==> src/rtl/crc8_pkg.sv <==
// Package: shared width and the constant remainder function of the CRC-8
// accumulator. Assumes a generator of degree CRC_W given by its low CRC_W bits.
package crc8_pkg;

    localparam int unsigned CRC_W    = 8;
    localparam logic [CRC_W-1:0] GEN_LOW = 8'h07;

    typedef logic [CRC_W-1:0] crc_t;

    // Remainder of (v * x^CRC_W) modulo the generator; used only on constants.
    function automatic crc_t rem_of(crc_t v, crc_t gen_low);
        crc_t r;
        r = v;
        for (int k = 0; k < CRC_W; k++) begin
            r = r[CRC_W-1] ? ((r << 1) ^ gen_low) : (r << 1);
        end
        return r;
    endfunction

endpackage

==> src/rtl/crc8_index_sel.sv <==
// Module: per-bit selector forming the table index from the remainder and the
// incoming byte. Each index bit takes the data bit or its inverse, chosen by
// the matching remainder bit. Purely combinational.
module crc8_index_sel #(
    parameter int unsigned W = crc8_pkg::CRC_W
) (
    input  logic [W-1:0] acc,
    input  logic [W-1:0] data,
    output logic [W-1:0] idx
);

    for (genvar b = 0; b < W; b++) begin : g_bit
        // One-bit selector: inverted data bit where the remainder bit is set.
        assign idx[b] = acc[b] ? ~data[b] : data[b];
    end

endmodule

==> src/rtl/crc8_rem_table.sv <==
// Module: constant lookup of the next remainder for a given index. The table
// is computed at elaboration from the generator; assumes W small enough for
// a 2^W-entry table.
module crc8_rem_table #(
    parameter int unsigned W       = crc8_pkg::CRC_W,
    parameter logic [W-1:0] GEN_LOW = crc8_pkg::GEN_LOW
) (
    input  logic [W-1:0] idx,
    output logic [W-1:0] rem
);

    localparam int unsigned DEPTH = 1 << W;

    logic [W-1:0] tbl [DEPTH];

    for (genvar g = 0; g < DEPTH; g++) begin : g_entry
        // One constant entry: remainder of g * x^W.
        assign tbl[g] = crc8_pkg::rem_of(W'(g), GEN_LOW);
    end

    // Table read addressed by the combined index.
    assign rem = tbl[idx];

    // Entry 1 must equal the generator's low byte.
    always_comb begin
        assert (tbl[1] == GEN_LOW) else $error("table entry 1 wrong (R7)");
    end

endmodule

==> src/rtl/crc8_acc_reg.sv <==
// Module: the remainder register. Reset and clear load zero; a load writes
// the next remainder; otherwise it holds. Assumes clr outranks load.
module crc8_acc_reg #(
    parameter int unsigned W = crc8_pkg::CRC_W
) (
    input  logic         clk,
    input  logic         rst_n,
    input  logic         clr,
    input  logic         load,
    input  logic [W-1:0] nxt,
    output logic [W-1:0] acc
);

    // Remainder update with reset, clear-over-load priority and hold.
    always_ff @(posedge clk) begin
        if (!rst_n)    acc <= '0;
        else if (clr)  acc <= '0;
        else if (load) acc <= nxt;
    end

    p_reset_zero_r1: assert property (@(posedge clk) disable iff (!rst_n)
        $rose(rst_n) |-> acc == '0)
        else $error("remainder not zero after reset (R1)");

    p_idle_hold_r3: assert property (@(posedge clk) disable iff (!rst_n)
        (!clr && !load) |=> $stable(acc))
        else $error("remainder moved while idle (R3)");

    p_clear_zero_r4: assert property (@(posedge clk) disable iff (!rst_n)
        clr |=> acc == '0)
        else $error("clear did not zero remainder (R4)");

endmodule

==> src/rtl/crc8_byte_accum.sv <==
// Module: top of the byte-parallel CRC-8 accumulator. One byte per valid
// cycle goes through the selector and the remainder table into the register;
// crc_out is the registered remainder. Assumes synchronous active-low reset.
module crc8_byte_accum #(
    parameter int unsigned W       = crc8_pkg::CRC_W,
    parameter logic [W-1:0] GEN_LOW = crc8_pkg::GEN_LOW
) (
    input  logic         clk,
    input  logic         rst_n,
    input  logic         clr,
    input  logic         in_valid,
    input  logic [W-1:0] in_data,
    output logic [W-1:0] crc_out
);

    logic [W-1:0] acc_q;
    logic [W-1:0] tbl_idx;
    logic [W-1:0] rem_nxt;

    crc8_index_sel #(.W(W)) sel_i (
        .acc  (acc_q),
        .data (in_data),
        .idx  (tbl_idx)
    );

    crc8_rem_table #(.W(W), .GEN_LOW(GEN_LOW)) tbl_i (
        .idx (tbl_idx),
        .rem (rem_nxt)
    );

    crc8_acc_reg #(.W(W)) reg_i (
        .clk   (clk),
        .rst_n (rst_n),
        .clr   (clr),
        .load  (in_valid),
        .nxt   (rem_nxt),
        .acc   (acc_q)
    );

    // Output is the register itself.
    assign crc_out = acc_q;

    p_zero_residue_r6: assert property (@(posedge clk) disable iff (!rst_n)
        (in_valid && !clr) |=> ((crc_out == '0) == ($past(crc_out) == $past(in_data))))
        else $error("zero residue rule broken (R6)");

    p_zero_byte_r7: assert property (@(posedge clk) disable iff (!rst_n)
        (in_valid && !clr && crc_out == '0 && in_data == '0) |=> crc_out == '0)
        else $error("zero byte from zero not zero (R7)");

endmodule

==> config.mk <==
export PLATFORM = sky130hd
export DESIGN_NAME = crc8_byte_accum
export DESIGN_NICKNAME = d
export VERILOG_FILES = /design/src/rtl/crc8_pkg.sv /design/src/rtl/crc8_index_sel.sv /design/src/rtl/crc8_rem_table.sv /design/src/rtl/crc8_acc_reg.sv /design/src/rtl/crc8_byte_accum.sv
export SDC_FILE = /design/constraint.sdc
export NUM_CORES = 1
export LEC_CHECK = 0
export CELL_PAD_IN_SITES_DETAIL_PLACEMENT = 0
export CELL_PAD_IN_SITES_GLOBAL_PLACEMENT = 1
export CORE_MARGIN = 4
export CORE_UTILIZATION = 34
export DETAILED_ROUTE_END_ITERATION = 7
export GPL_ROUTABILITY_DRIVEN = 0
export PLACE_DENSITY_LB_ADDON = 0.1
export SETUP_SLACK_MARGIN = 0.15
export SYNTH_ARGS = -nofsm -noshare
export SYNTH_HDL_FRONTEND = slang
export SYNTH_SLANG_ARGS = --single-unit
==> constraint.sdc <==
create_clock -name clk -period 3.5 [get_ports clk]
set_input_delay 0.35 -clock clk [delete_from_list [all_inputs] [get_ports clk]]
set_output_delay 0.35 -clock clk [all_outputs]
set_load 0.005 [all_outputs]
After elaboration in Yosys (flattened, before gate mapping)
Memory sizes are Yosys's and may differ from the RTL's. A register that Yosys moved wholly into a read port is not among the register bits.
Index checks and enable logic that the tools add are counted.
Storage, ports and cells
  register bits after elaboration: 0
  ROM bits: 2048
  input bits: 12
  output and inout port bits: 8
  word-level logic and storage cells: 20
  memories: 1
Memory list
  (name not given): depth 256, bits a word 8, read ports 1, clocked after Yosys merged registers in 1, write ports 0, RTL line crc8_rem_table.sv:22  | assign rem = tbl[idx];
Cells by class
  mux-type cells: 8
  bitwise gates (word level): 10
  reductions and logical operators: 1
Operators with widths (count)
  $not A1 Y1: 9
  $not A8 Y9: 1
  $mux W1: 8
  $reduce_or A2 Y1: 1

Logic depth before layout (Yosys ltp)
  depth after elaboration: 3
  mapped depth: 4
  gate-level depth less buffers: 4

By module
A second synthesis with hierarchy kept.
Second synthesis, totals
  cells, all modules: 54
  area total of the unflattened synthesis: 511.7 um^2
By module, submodules not included
  crc8_acc_reg: times used 1, cells each 27, area each 292.8 um^2, seq. area each 160.2 um^2
  crc8_rem_table: times used 1, cells each 19, area each 148.9 um^2, seq. area each 0.0 um^2
  crc8_index_sel: times used 1, cells each 8, area each 70.1 um^2, seq. area each 0.0 um^2

Worst setup path after synthesis
No wires, ideal clock.
  kind: register to register
  from: register reg_i.acc[6]
  to: register reg_i.acc[2]
  setup time: 116 ps
  arrival: 1462 ps
  data required time: 3384 ps
  path slack: 1923 ps
  cell stages (with the launch flop): 5
  path buffers: 0
  clock period less this slack: 1577 ps
  path through: dfxtp_1 > xnor3_2 > xnor3_1 > a21oi_1 > a31o_1
On the way
  longest elaborated chain between the ends: 2
RTL lines
  from (decl): RTL line crc8_acc_reg.sv:11  | output logic [W-1:0] acc
  $mux W1: RTL line crc8_index_sel.sv:14  | assign idx[b] = acc[b] ? ~data[b] : data[b];
  $not A8 Y9 (implied by the code): RTL line crc8_rem_table.sv:22
Every way passes these cells.

Final worst setup path
  from: input in_data[0]
  to: register reg_i.acc[2]
On the way
  longest elaborated chain between the ends: 3
RTL lines
  from (decl): RTL line crc8_byte_accum.sv:12  | input logic [W-1:0] in_data,
  $not A1 Y1: RTL line crc8_index_sel.sv:14
  $mux W1 (*): RTL line crc8_index_sel.sv:14
  $not A8 Y9 (implied by the code) (*): RTL line crc8_rem_table.sv:22
Mark *: on every way between the ends. The rest lies on a longest branch, timed or not.

==> impl_metrics.ini <==
[logic_synthesis]
ys_seq_area_frac = 0.272
synth_cell_types = 20
synth.mux.area_fraction = 0
synthAdderAreaFrac = 0
synth_compound_area_frac = 0.153
syn_area_um2 = 588
syn_nets = 72
syn_inst = 60
synth_warnings = 0
ys_ff_latch = 8
synth_top_family_by_area = XOR/XNOR gates
synth-xor-area-share = 0.447
synth-simple-area-share = 0.106
syn_area_per_cell_um2 = 9.80

[floorplan]
ios = 20
core-area_mm2 = 0.00158
die_w_um = 49.6
initial_core_util = 0.373
dieArea_mm2 = 0.00246
die_h_um = 49.6
rows = 14

[setup_path]
path_buf_inv = 1
crit_family = XOR/XNOR gates
crit_chain = clkdlybuf4s50_1, xnor3_2, xnor3_1, a21oi_1, a31o_1
crit_start = in_data[0]
cp_max_fo = 3
worst_ep_required_time_ns = 3.65
start_kind = input port
regToRegStartpoint = reg_i.acc[6]$_SDFFE_PP0P_
worstSetupPathType = input port to flip-flop
crit_path_end_kind = flip-flop
slowest_delay_ns = 0.47
crit_arrival_ns = 1.87
crit_slowest_cell = clkdlybuf4s50_1

[detailed_routing]
dr.pass1.iters = 3
vias = 459
post_drt_via_cell_ratio = 4.78
post_drt_wl_per_cell_um = 12.7
routed_wl_mm = 1.22
drt_iter0_markers = 9
remaining_drc_errors = 0
ant_nets = 0

[sta]
relSlewSlack = 0.689
slew_violations = 0
tightestPinTransition_ns = 0.466
rsz0062_at_grt = no
fin_crit_sh = 0.492
min_period_ns = 1.72
fin_setup_tns_ns = 0
max_freq_mhz = 581
hold_viol_final = 0
hold_ws_ns = 0.517
fin_skew_ns = 0.00997
setup_viol = 0

[cts]
cts_made_buffers = 3
cts.path.max_buffers = 2
holdBufCountCts = 0
root_buffer = clkbuf_4
cts_tree = yes
post_cts_buffers = 0
insertion_delay_ns = 0.27
clk_pin_slew_worst_paths_ns = 0.06
cts_resized = 0
htreeDepth = 1
cts_sinks = 8

[power_and_ir_drop]
ir_drop_mv = 0.198
p_leak_nw = 0.329
power.density_mw_per_mm2 = 381

[grt]
grt_pass1_wl_mm = 2.04
antenna_found_initial = 0
grt_use_total = 0.113
grt_pass1_vias = 430
grt_overflow = 0
grt_max_degree = 14

[final_layout]
layout-drive-gt1-share = 0.100
final_cell_mix = clkdlybuf4s50_1, xnor2_1, dfxtp_1, nor2_1, a21oi_1
top_regs = reg_i.acc x8
layout_commonest_cell = clkdlybuf4s50_1
fill_cells = 156
syn_to_final_growth_pct = 38.1
largest_reg_flops = 8
antenna_cells = 0
fin_util = 0.515
nNetsFinal = 94
largest_register = reg_i.acc

[run]
cap_violations = 0

[min_path]
min_from = reg_i.acc[4]$_SDFFE_PP0P_
min_path_type = flip-flop to flip-flop

[place]
io_buffers = 19

[run_status]
status = complete, no violations
==> tightest hold or removal path, cell delays in order, from the launching register on <==
cell and delay (ns):
dfxtp_1 0.33, o21ai_0 0.08, a21oi_1 0.06
==> synth_stat cells, drive strengths merged <==
master  instances  area share
a211oi          2       0.026
a21oi           6       0.051
a31o            4       0.060
buf             2       0.015
dfxtp           8        0.27
inv             1      0.0064
nand2           4       0.026
nand2b          1       0.011
nor2            6       0.038
nor2b           1       0.011
o21ai           2       0.017
or3             2       0.021
xnor2          13        0.21
xnor3           4        0.16
xor2            3       0.045
xor3            1       0.040
==> per-layer routing <==
| layer | wire [µm] | vias to the layer above | global-route usage |
|---|---|---|---|
| met5 | 0 | - | 0 |
| met4 | 8 | 0 | 0.0276 |
| met3 | 91 | 2 | 0.0633 |
| met2 | 541 | 13 | 0.159 |
| met1 | 576 | 195 | 0.147 |
| li1 | - | 249 | - |
==> cell families (layout without fill, tap and decap cells) <==
family,count (synthesis),count (layout)
xor gates and xnor gates,21,21
AOI/OAI and AO/OA,14,14
and+or+nand+nor,14,14
DFF,8,8
buffers and inverters,3,23
==> cell type report <==
type	count	area, µm²	share of cell area
well taps	16	20.0	0.0247
inverters	1	3.75	0.00462
repair buffers	19	190	0.234
flip-flops and latches	8	160	0.197
clock buffers	3	22.5	0.0277
multi-input cells	49	415	0.512
==> worst paths after layout <==
check                              endpoint  slack (ns)  cells after the start
setup reg to reg  reg_i.acc[2]$_SDFFE_PP0P_        1.84                      4
hold reg to reg   reg_i.acc[4]$_SDFFE_PP0P_        0.52                      2
setup / recovery  reg_i.acc[2]$_SDFFE_PP0P_        1.78                      5
hold / removal    reg_i.acc[4]$_SDFFE_PP0P_        0.52                      2
==> power by group <==
part	leakage, nW	internal, W	total [W]	switching [W]
Sequential	0.0653	0.0000983	0.000106	0.00000813
Clock	0.0138	0.0000396	0.0000780	0.0000384
Combinational	0.250	0.0000782	0.000125	0.0000464
==> through the flow <==
stage,worst slack (ns),std cells,total power (W),instance area (µm²)
2_1_floorplan,1.92,60,0.000195,588
3_3_place_gp,1.51,93,0.000234,790
3_5_place_dp,1.51,93,0.000234,790
4_1_cts,1.79,96,0.000314,812
5_1_grt,1.71,96,0.000334,812
6_report,1.78,96,0.000309,812
No activity file was read; power rests on OpenSTA's default activity.
